[src/rtl/i2c_regbank_pkg.sv]
package i2c_regbank_pkg;

  typedef enum logic [2:0] {
    ST_IDLE,
    ST_RX,
    ST_ACK,
    ST_TX,
    ST_MACK,
    ST_HOLD
  } proto_state_t;

  typedef enum logic [1:0] {
    RX_ADDR,
    RX_SUB,
    RX_DATA
  } rx_kind_t;

  // Power-on value of register idx.
  function automatic logic [7:0] reg_default(input int idx);
    return 8'(8'h30 + 3 * idx);
  endfunction

  // Pointer advance, wrapping at the top of the 8-bit range.
  function automatic logic [7:0] ptr_next(input logic [7:0] p);
    return p + 8'd1;
  endfunction

endpackage

[src/rtl/i2c_line_sync.sv]
module i2c_line_sync #(
  parameter int STAGES = 2
) (
  input  logic clk,
  input  logic rst_n,
  input  logic scl_i,
  input  logic sda_i,
  output logic sda_s,
  output logic scl_rise,
  output logic scl_fall,
  output logic ev_start,
  output logic ev_stop
);
  logic [STAGES-1:0] scl_sh, sda_sh;
  logic scl_p, sda_p, scl_s;

  always_ff @(posedge clk or negedge rst_n) begin
    if (!rst_n) begin
      scl_sh <= '1;
      sda_sh <= '1;
      scl_p  <= 1'b1;
      sda_p  <= 1'b1;
    end else begin
      scl_sh <= {scl_sh[STAGES-2:0], scl_i};
      sda_sh <= {sda_sh[STAGES-2:0], sda_i};
      scl_p  <= scl_sh[STAGES-1];
      sda_p  <= sda_sh[STAGES-1];
    end
  end

  assign scl_s    = scl_sh[STAGES-1];
  assign sda_s    = sda_sh[STAGES-1];
  assign scl_rise = scl_s & ~scl_p;
  assign scl_fall = ~scl_s & scl_p;
  assign ev_start = scl_s & scl_p & sda_p & ~sda_s;
  assign ev_stop  = scl_s & scl_p & ~sda_p & sda_s;
endmodule

[src/rtl/i2c_reg_file.sv]
module i2c_reg_file
  import i2c_regbank_pkg::*;
#(
  parameter int NREG     = 16,
  parameter int SRST_IDX = NREG - 1
) (
  input  logic            clk,
  input  logic            rst_n,
  input  logic            wr_stb,
  input  logic [7:0]      ptr,
  input  logic [7:0]      wr_data,
  output logic [7:0]      rd_data,
  output logic [NREG*8-1:0] reg_flat
);
  logic [7:0] regs [NREG];
  logic sw_clr;

  assign sw_clr = wr_stb && (ptr == 8'(SRST_IDX)) && (wr_data == 8'h01);

  for (genvar i = 0; i < NREG; i++) begin : g_reg
    if (i == SRST_IDX) begin : g_trig
      assign regs[i] = 8'h00;
    end else begin : g_store
      always_ff @(posedge clk or negedge rst_n) begin
        if (!rst_n)                          regs[i] <= reg_default(i);
        else if (sw_clr)                     regs[i] <= reg_default(i);
        else if (wr_stb && ptr == 8'(i))     regs[i] <= wr_data;
      end
    end
    assign reg_flat[i*8 +: 8] = regs[i];
  end

  always_comb begin
    rd_data = 8'h00;
    for (int i = 0; i < NREG; i++)
      if (ptr == 8'(i)) rd_data = regs[i];
  end
endmodule

[src/rtl/i2c_proto_fsm.sv]
module i2c_proto_fsm
  import i2c_regbank_pkg::*;
#(
  parameter logic [6:0] DEV_ADDR = 7'h40
) (
  input  logic       clk,
  input  logic       rst_n,
  input  logic       sda_s,
  input  logic       scl_rise,
  input  logic       scl_fall,
  input  logic       ev_start,
  input  logic       ev_stop,
  input  logic [7:0] rd_data,
  output logic       sda_oe,
  output logic       wr_stb,
  output logic [7:0] wr_data,
  output logic [7:0] ptr,
  output logic       ptr_inc,
  output logic       byte_done
);
  proto_state_t state;
  rx_kind_t     kind;
  logic         is_read;
  logic [3:0]   cnt;
  logic [7:0]   sh;
  logic         mack_rise;

  assign byte_done = (state == ST_RX) && scl_fall && (cnt == 4'd8);
  assign wr_stb    = byte_done && (kind == RX_DATA) && !ev_start && !ev_stop;
  assign wr_data   = sh;
  assign mack_rise = (state == ST_MACK) && scl_rise && !ev_start && !ev_stop;
  assign ptr_inc   = wr_stb || mack_rise;

  always_ff @(posedge clk or negedge rst_n) begin
    if (!rst_n) begin
      state   <= ST_IDLE;
      kind    <= RX_ADDR;
      is_read <= 1'b0;
      cnt     <= '0;
      sh      <= '0;
      ptr     <= '0;
      sda_oe  <= 1'b0;
    end else if (ev_stop) begin
      state  <= ST_IDLE;
      sda_oe <= 1'b0;
    end else if (ev_start) begin
      state   <= ST_RX;
      kind    <= RX_ADDR;
      is_read <= 1'b0;
      cnt     <= '0;
      sda_oe  <= 1'b0;
    end else begin
      case (state)
        ST_RX: begin
          if (scl_rise) begin
            sh  <= {sh[6:0], sda_s};
            cnt <= cnt + 4'd1;
          end
          if (byte_done) begin
            case (kind)
              RX_ADDR: begin
                if (sh[7:1] == DEV_ADDR) begin
                  is_read <= sh[0];
                  sda_oe  <= 1'b1;
                  state   <= ST_ACK;
                end else begin
                  state <= ST_HOLD;
                end
              end
              RX_SUB: begin
                ptr    <= sh;
                sda_oe <= 1'b1;
                state  <= ST_ACK;
              end
              default: begin
                ptr    <= ptr_next(ptr);
                sda_oe <= 1'b1;
                state  <= ST_ACK;
              end
            endcase
          end
        end
        ST_ACK: begin
          if (scl_fall) begin
            cnt <= '0;
            if (is_read) begin
              sh     <= rd_data;
              sda_oe <= ~rd_data[7];
              state  <= ST_TX;
            end else begin
              sda_oe <= 1'b0;
              kind   <= (kind == RX_ADDR) ? RX_SUB : RX_DATA;
              state  <= ST_RX;
            end
          end
        end
        ST_TX: begin
          if (scl_rise) cnt <= cnt + 4'd1;
          if (scl_fall) begin
            if (cnt == 4'd8) begin
              sda_oe <= 1'b0;
              state  <= ST_MACK;
            end else begin
              sh     <= {sh[6:0], 1'b1};
              sda_oe <= ~sh[6];
            end
          end
        end
        ST_MACK: begin
          if (mack_rise) begin
            ptr   <= ptr_next(ptr);
            state <= sda_s ? ST_HOLD : ST_ACK;
          end
        end
        default: ;
      endcase
    end
  end
endmodule

[src/rtl/i2c_regbank.sv]
module i2c_regbank #(
  parameter int         NREG        = 16,
  parameter int         SRST_IDX    = NREG - 1,
  parameter logic [6:0] DEV_ADDR    = 7'h40,
  parameter int         SYNC_STAGES = 2
) (
  input  logic              clk,
  input  logic              rst_n,
  input  logic              scl_i,
  input  logic              sda_i,
  output logic              sda_oe,
  output logic [NREG*8-1:0] reg_q
);
  logic       sda_s, scl_rise, scl_fall, ev_start, ev_stop;
  logic       wr_stb, ptr_inc, byte_done;
  logic [7:0] wr_data, ptr, rd_data;

  i2c_line_sync #(.STAGES(SYNC_STAGES)) u_sync (
    .clk(clk), .rst_n(rst_n), .scl_i(scl_i), .sda_i(sda_i),
    .sda_s(sda_s), .scl_rise(scl_rise), .scl_fall(scl_fall),
    .ev_start(ev_start), .ev_stop(ev_stop)
  );

  i2c_proto_fsm #(.DEV_ADDR(DEV_ADDR)) u_fsm (
    .clk(clk), .rst_n(rst_n), .sda_s(sda_s), .scl_rise(scl_rise),
    .scl_fall(scl_fall), .ev_start(ev_start), .ev_stop(ev_stop),
    .rd_data(rd_data), .sda_oe(sda_oe), .wr_stb(wr_stb),
    .wr_data(wr_data), .ptr(ptr), .ptr_inc(ptr_inc), .byte_done(byte_done)
  );

  i2c_reg_file #(.NREG(NREG), .SRST_IDX(SRST_IDX)) u_regs (
    .clk(clk), .rst_n(rst_n), .wr_stb(wr_stb), .ptr(ptr),
    .wr_data(wr_data), .rd_data(rd_data), .reg_flat(reg_q)
  );
endmodule

[config.mk]
export PLATFORM = sky130hd
export DESIGN_NAME = i2c_regbank
export DESIGN_NICKNAME = d
export VERILOG_FILES = /design/src/rtl/i2c_regbank_pkg.sv /design/src/rtl/i2c_line_sync.sv /design/src/rtl/i2c_reg_file.sv /design/src/rtl/i2c_proto_fsm.sv /design/src/rtl/i2c_regbank.sv
export SDC_FILE = /design/constraint.sdc
export NUM_CORES = 1
export LEC_CHECK = 0
export CAP_MARGIN = 20
export CORE_AREA = 2 2 149 151
export CTS_CLUSTER_DIAMETER = 80
export CTS_CLUSTER_SIZE = 24
export DETAILED_ROUTE_END_ITERATION = 7
export DIE_AREA = 0 0 151 153
export GPL_TIMING_DRIVEN = 0
export PLACE_DENSITY_LB_ADDON = 0.2
export RECOVER_POWER = 100
export SYNTH_ARGS = -nofsm -noshare
export SYNTH_HDL_FRONTEND = slang
export SYNTH_HIERARCHICAL = 1
export SYNTH_SLANG_ARGS = --single-unit
[constraint.sdc]
create_clock -name clk -period 7.4 [get_ports clk]
set_input_delay 1.85 -clock clk [delete_from_list [all_inputs] [get_ports clk]]
set_output_delay 1.85 -clock clk [all_outputs]
set_load 0.02 [all_outputs]
After elaboration in Yosys (flattened, before gate mapping)
Cells that the tools add are included.
W data, S select, Z words.
Cells by class
  add/subtract/negate cells: 2
  equal/unequal tests: 41
  muxes and demuxes: 92
  bitwise logic cells: 15
  reductions and logical operators: 63
Operator list (number)
  $mux W8: 53
  $eq A8 B4 Y1 const B: 8
  $reduce_bool A2 Y1: 22
  $eq A8 B3 Y1 const B: 4
  $pmux W8 S2: 2
  $mux W3: 10
  $logic_and A1 B1 Y1: 25
  $pmux W8 S3: 1
  $ne A4 B1 Y1 const B: 5
  $eq A8 B1 Y1 const B: 2
  $eq A8 B2 Y1 const B: 2
  $mux W1: 14
  $ne A2 B1 Y1 const B: 7
  $mux W2: 6
  $mux W4: 3
  $pmux W3 S4: 1
  $reduce_and A6 Y1: 2
  $reduce_and A5 Y1: 2
  $add A8 B1 Y8 const B: 1
  $logic_not A8 Y1: 1
  $not A1 Y1: 8
  $pmux W4 S2: 1
  $reduce_and A4 Y1: 2
  $reduce_and A8 Y1: 1
  19 further kinds: 30
Storage, ports and cells
  register bits: 153
  logic and storage cells: 239

Longest topological paths before layout
Gate-level depths: netlist of the first run.
  depth in word-level cells: 23
  mapped depth: 13
  depth with buffers taken out: 10

Modules after synthesis
Netlist of the first run, hierarchy kept.
By module, submodules not included
  i2c_reg_file: times used 1, cells each 739, area an instance 6497.5 µm², sequential area each 3070.4 µm²
  i2c_proto_fsm: times used 1, cells each 181, area an instance 1793.0 µm², sequential area each 675.6 µm²
  i2c_line_sync: times used 1, cells each 10, area an instance 190.2 µm², sequential area each 157.7 µm²

Worst setup path before layout of the first run
Ideal clock, no wire load.
  path type: register to register
  from: register u_sync.scl_p
  to: register u_regs.regs, in the netlist u_regs/reg_flat[46]
  arrival: 2821 ps
  slack: 4436 ps
  cell stages (with the launch flop): 13
  clock period less this slack: 2964 ps
  cell sequence: dfstp_2 nor2b_1 nand4b_1 nor3_1 nand3b_1 nor2_1 clkbuf_1 nand3_1 or4_1 buf_2 buf_2 nand2_1 o21ai_0
On the way
  word-level cells in the longest chain between the ends: 9
Ends and longest elaborated chain
  from (decl): RTL line i2c_line_sync.sv:15  | logic scl_p, sda_p, scl_s;
  from (signal assigned): RTL line i2c_line_sync.sv:26  | scl_p <= scl_sh[STAGES-1];
  $and A1 B1 Y1 *: RTL line i2c_line_sync.sv:34  | assign scl_fall = ~scl_s & scl_p;
  net scl_fall: RTL line i2c_regbank.sv:14  | logic sda_s, scl_rise, scl_fall, ev_start, ev_stop;
  $logic_and A1 B1 Y1 * (2 in series): RTL line i2c_proto_fsm.sv:28  | assign byte_done = (state == ST_RX) && scl_fall && (cnt == 4'd8);
  net byte_done: RTL line i2c_regbank.sv:15  | logic wr_stb, ptr_inc, byte_done;
  $logic_and A1 B1 Y1 * (3 in series): RTL line i2c_proto_fsm.sv:29  | assign wr_stb = byte_done && (kind == RX_DATA) && !ev_start && !ev_stop;
  net wr_stb: RTL line i2c_regbank.sv:15
  $logic_and A1 B1 Y1 (2 in series): RTL line i2c_reg_file.sv:18  | assign sw_clr = wr_stb && (ptr == 8'(SRST_IDX)) && (wr_data == 8'h01);
  $mux W8 or $reduce_bool A2 Y1 (tied branches)
  to (signal, indexed assignment): RTL line i2c_reg_file.sv:25  | if (!rst_n) regs[i] <= reg_default(i);
  to (signal, indexed assignment): RTL line i2c_reg_file.sv:26  | else if (sw_clr) regs[i] <= reg_default(i);
  to (signal, indexed assignment): RTL line i2c_reg_file.sv:27  | else if (wr_stb && ptr == 8'(i)) regs[i] <= wr_data;
  to (decl): RTL line i2c_reg_file.sv:15  | logic [7:0] regs [NREG];
Mark *: on every way through the listed nets, which the timed path passes. The rest lies on a longest branch.
A chain may end at the register's enable or synchronous reset.

Worst setup path in the final report of the first run
  from: register u_sync.scl_p
  to: register u_regs.regs, in the netlist u_regs/reg_flat[55]
The elaborated chain is that of the path after synthesis.

==> metrics, run 1 <==
failing checks=max-capacitance violations, max-slew violations; CTS Sinks=153; Crit path required time=7730 ps; clock latency at the later pin of the worst-skew pair=430 ps; synth warn=6; data arrival time of the worst path=5290 ps; layout cells sized above 1=14.8%; antenna cells=0; outcome=finished with violations; die width=151 um; initial antenna violation count=0; R2R Setup Slk=2440 ps; GRT Total Usage=29.5%; Die Ht=153 um; min cycle time layout=4960 ps; Post-Synthesis Cells=929; hold path start=u_sync/sda_sh[0]; Cell Pwr Density=205 nW/um2; CTS tree=yes; Peak Freq=202 MHz; Static Leak=4.75 nW; vias in the first global route=7,861; fin cells=1,373; r2r worst-path depth=12; number of port buffers=124; RR Startpoint=u_sync/scl_p; CP top delay family=simple AND/OR/NAND/NOR gates; Slowest Stage Delay on Critical Path=980 ps; CP Max Fanout=10; post-DP HPWL=24,100 um; Final period util=67.1%; via density per instance=6.04; core footprint=21,500 um2; Congestion Overflow GR=0; Final Util=49.5%; Core Rows=54; Layout Nets=1,087; cell mode on critical path=clkbuf_1; Synth Cell Area=8480 um2; WS Path Type=reg2reg; Die Area=23,100 um2; CTS resizes=0; first-pass iteration count of the detailed router=8; average size of a mapped cell=9.12 um2; worst hold stages=0; hold endpoint=u_sync/sda_sh[1]; Worst Setup End Kind=flip-flop; Hold-fix buffers, CTS=0; Cell Area, Placed=10,100 um2; DR vias=8,294; fin area=10,600 um2; pin count of the biggest net entering global routing=87; area grow syn2layout=25.5%; WL final=33,700 um; CTS buffer count=17; Top Ports=133; DRC viols=0; Placed Instances=1,341; peak supply drop=0.143 mV; final clock skew=13.5 ps; critical register-to-register path endpoint=u_regs/reg_flat[55]; Max Slew Vio Count=68; setup repair bufs after CTS=0; clk buf depth=2; Buf/Inv on CP=3; H-tree depth=4; worst slew pin tran=3660 ps; Clock Tree Root=clkbuf_16; final setup TNS=0 ps; critical path's slowest cell=nor4_1; Hold WC Path Type=reg2reg; Starting Density=39.4%; first-pass GRT wire length=50,400 um; max_slew headroom=-144%; first-iteration detailed-routing DRC count=906; Final ANT Viol Nets=0; clock slew at reported path FFs=60 ps; Finish-stage setup viols=0; GPL Wtd Cong=0.980; RSZ-0062 raised after global routing=false; Final Hold Fails=0; worst-path cell chain=nor2b_1, nand4b_1, nor3_1, nand3b_1, nor2_1, clkbuf_1, nand3_1, nor4_1, clkbuf_1, clkbuf_1, o21ai_0, o31ai_1; max_cap viols=1; CP startpoint kind=flip-flop; wire per inst=24.5 um
per-layer routing:
metal | wire length [um] | track usage [%] | part of all wire (%) | vias up
met5 | 0 | 0 | 0 | -
met2 | 15300 | 44.8 | 46 | 507
met4 | 1250 | 10.9 | 3.7 | 0
li1 | - | - | - | 3613
met3 | 3030 | 5.28 | 9.0 | 81
met1 | 14100 | 42.0 | 42 | 4093
where the power goes:
group | leakage (nW) | total [mW] | switching (mW) | internal, mW
Sequential | 1.90 | 0.990 | 0.118 | 0.872
Combinational | 2.56 | 0.318 | 0.211 | 0.107
Clock | 0.287 | 0.873 | 0.358 | 0.515
Total | 4.75 | 2.18 | 0.688 | 1.49
cell usage in the layout (no fill, tap or decap), types with 7 or more instances in the layout:
cell / n
dlygate4sd3_1: 123
buf_4: 12
o21ai_0: 98
inv_1: 20
clkbuf_1: 56
nand3_1: 64
nand3b_1: 7
a211oi_1: 14
o211ai_1: 7
conb_1: 8
nor2_1: 53
a22oi_1: 10
a21oi_1: 37
dfstp_2: 57
nor2b_1: 12
clkbuf_16: 17
nor3_1: 18
mux2i_1: 31
buf_2: 11
a31oi_1: 10
dfrtp_1: 93
nand2_1: 165
mux2_2: 33
registers in the layout, indices dropped and copies added (netlist names):
signal	cells
u_fsm/wr_data	8
u_fsm/sda_oe	1
u_fsm/ptr	8
u_fsm/is_read	1
u_fsm/state	3
u_regs/reg_flat	120
u_sync/sda_sh	2
u_sync/sda_p	1
u_fsm/cnt	4
u_sync/scl_sh	2
u_sync/scl_p	1
u_fsm/kind	2
worst max path at each step:
stage,startpoint,endpoint,slack [ps],cells past startpoint
3_5_place_dp,u_sync/scl_p,u_regs/reg_flat[57],3250,10
5_1_grt,rst_n,u_regs/reg_flat[51],1900,1
6_report,u_sync/scl_p,u_regs/reg_flat[55],2440,12
3_3_place_gp,rst_n,u_fsm/cnt[3],-1750,1
2_1_floorplan,u_sync/sda_sh[1],u_regs/reg_flat[46],4460,12
4_1_cts,u_sync/scl_p,u_regs/reg_flat[57],3230,10
layout make-up:
type	instances	area, um2
Tap cell	280	350
Inverter	21	78.8
Multi-Input combinational cell	683	4110
Clock buffer	21	460
Clock inverter	11	123
Timing Repair Buffer	125	1260
Buffer	79	355
Sequential cell	153	3900
Fill cell	2094	10800
per-stage QoR:
step | worst slack, ps | hold slack, ps | total power, mW
6_report | 2440 | 362 | 2.18
5_1_grt | 1900 | 370 | 2.25
4_1_cts | 3230 | 357 | 2.18
3_5_place_dp | 3250 | 348 | 1.31
3_3_place_gp | -1750 | 347 | 1.30
2_1_floorplan | 4460 | 345 | 1.14
Note: power is estimated with default switching activity, not from simulation.
==> run 2, diff against run 1 <==
==> constraint.sdc (replaced) <==
create_clock -name clk -period 4.79 [get_ports clk]
set_input_delay 1.1975 -clock clk [delete_from_list [all_inputs] [get_ports clk]]
set_output_delay 1.1975 -clock clk [all_outputs]
set_load 0.02 [all_outputs]
==> metrics, run 2 (synthesis results as in run 1) <==
Hold WC Path Type=reg2reg; Static Leak=4.78 nW; max FFs per register=120; RSZ-0062 raised after global routing=false; post-DP HPWL=24,100 um; Internal Power=2.31 mW; switching fraction of total power=31.6%; worst slew pin tran=3140 ps; clk buf depth=2; Clock Tree Root=clkbuf_16; vias in the first global route=7,861; first-iteration detailed-routing DRC count=925; Top Ports=133; most frequent cells in the layout=165 x nand2_1, 123 x dlygate4sd3_1, 98 x o21ai_0, 93 x dfrtp_1, 64 x nand3_1; failing checks=max-capacitance violations, max-slew violations; M1 WL=14,000 um; WL met3=3040 um; Filler cells=2,089; metal2 WL=15,500 um; CP Max Fanout=10; Cell Pwr Density=316 nW/um2; commonest non-fill, non-tap cell in the layout=nand2_1; initial antenna violation count=0; Die Area=23,100 um2; clock slew at reported path FFs=60 ps; Finish-stage setup viols=0; Congestion Overflow GR=0; number of port buffers=124; Reg power frac=45.3%; CTS resizes=0; max_cap viols=1; Crit path required time=5150 ps; register area=3900 um2; Layout Nets=1,087; CTS Sinks=153; antenna cells=0; Worst Setup End Kind=flip-flop; clock latency at the later pin of the worst-skew pair=430 ps; Starting Density=39.4%; Die Ht=153 um; WS Path Type=reg2reg; CP startpoint kind=flip-flop; max_slew headroom=-110%; outcome=finished with violations; final clock skew=13.1 ps; GPL Wtd Cong=0.980; setup slack at placement=644 ps; fin area=10,700 um2; core footprint=21,500 um2; WL final=33,700 um; wire per inst=24.5 um; setup repair bufs after CTS=0; first-pass GRT wire length=50,400 um; CTS buffer count=17; Peak Freq=226 MHz; via density per instance=6.01; Max Slew Vio Count=68; Hold-fix buffers, CTS=0; Core Rows=54; data arrival time of the worst path=4780 ps; area grow syn2layout=25.8%; first-pass iteration count of the detailed router=6; peak supply drop=0.219 mV; layout cells sized above 1=15.3%; Pwr Total=3.38 mW; die width=151 um; H-tree depth=4; Switching Power=1.07 mW; min cycle time layout=4420 ps; GRT Total Usage=29.5%; footprint of the multi-input gates=4120 um2; share of power burned in the clock network=40.0%; pin count of the biggest net entering global routing=87; Final Hold Fails=0; DRC viols=0; Comb power frac=14.7%; Final ANT Viol Nets=0; Final period util=92.3%; Cell Area, Placed=10,100 um2; Final Worst Setup Slack=369 ps; DR vias=8,252; CTS tree=yes; Max Used Layer=met4
[run 2: changes by cell type in the layout (fill, tap and decap cells not counted)]
cell | before | now
clkbuf_1 | 56 | 51
clkbuf_2 | 0 | 3
buf_2 | 11 | 12
clkdlybuf4s25_1 | 0 | 1
nor4_1 | 3 | 2
nor4_4 | 1 | 2
[run 2: worst paths after layout]
| check | startpoint | to | slack (ps) | cells after the start |
|---|---|---|---|---|
| worst max-delay path | u_sync/scl_p | u_regs/reg_flat[4] | 370 | 12 |
| worst min-delay path | u_sync/sda_sh[0] | u_sync/sda_sh[1] | 360 | 0 |
| worst max register to register | u_sync/scl_p | u_regs/reg_flat[4] | 370 | 12 |
| worst min register to register | u_sync/sda_sh[0] | u_sync/sda_sh[1] | 360 | 0 |
| max in group asynchronous | rst_n | u_regs/reg_flat[26] | 970 | 1 |
| min in group asynchronous | rst_n | u_regs/reg_flat[107] | 2030 | 1 |
[run 2: area by class of cell]
cell class	instances	area share [%]
well taps	280	3.28
multi-input cells	683	38.6
clock inverters	11	1.15
repair buffers	125	11.9
plain buffers	79	3.38
clock buffers	21	4.32
flip-flops and latches	153	36.6
inverters	21	0.739
[run 2: per-stage QoR]
stage	utilization (%)	hold slack, ps	instances	setup TNS [ps]
6_report	49.6	362	1373	0
5_1_grt	49.6	370	1373	0
4_1_cts	49.8	357	1373	0
3_5_place_dp	47.1	348	1341	0
3_3_place_gp	47.0	347	1340	-448730
2_1_floorplan	-	345	936	0
[run 2: power by group through the flow]
| stage | Clock (mW) | Sequential [mW] | Combinational (mW) |
|---|---|---|---|
| 5_1_grt | 1.42 | 1.53 | 0.526 |
| 3_3_place_gp | 0 | 1.54 | 0.472 |
| 6_report | 1.35 | 1.53 | 0.496 |
| 2_1_floorplan | 0 | 1.45 | 0.315 |
| 4_1_cts | 1.36 | 1.52 | 0.485 |
| 3_5_place_dp | 0 | 1.54 | 0.482 |
[run 2: critical path, stage by stage (launching register included)]
cell and delay, ps:
dfstp_1 540, nor2b_1 420, nand4b_1 260, nor3_1 390, nand3b_1 140, nor2_1 100
clkbuf_1 310, nand3_1 490, or4_1 650, clkbuf_1 220, clkbuf_1 380, clkbuf_2 320
nand3_1 120
[run 2: metal layers]
| metal | GRT usage, % | vias to the layer above |
|---|---|---|
| met5 | 0 | - |
| met4 | 10.9 | 0 |
| met3 | 5.28 | 63 |
| met2 | 44.8 | 489 |
| met1 | 42.0 | 4086 |
| li1 | - | 3614 |
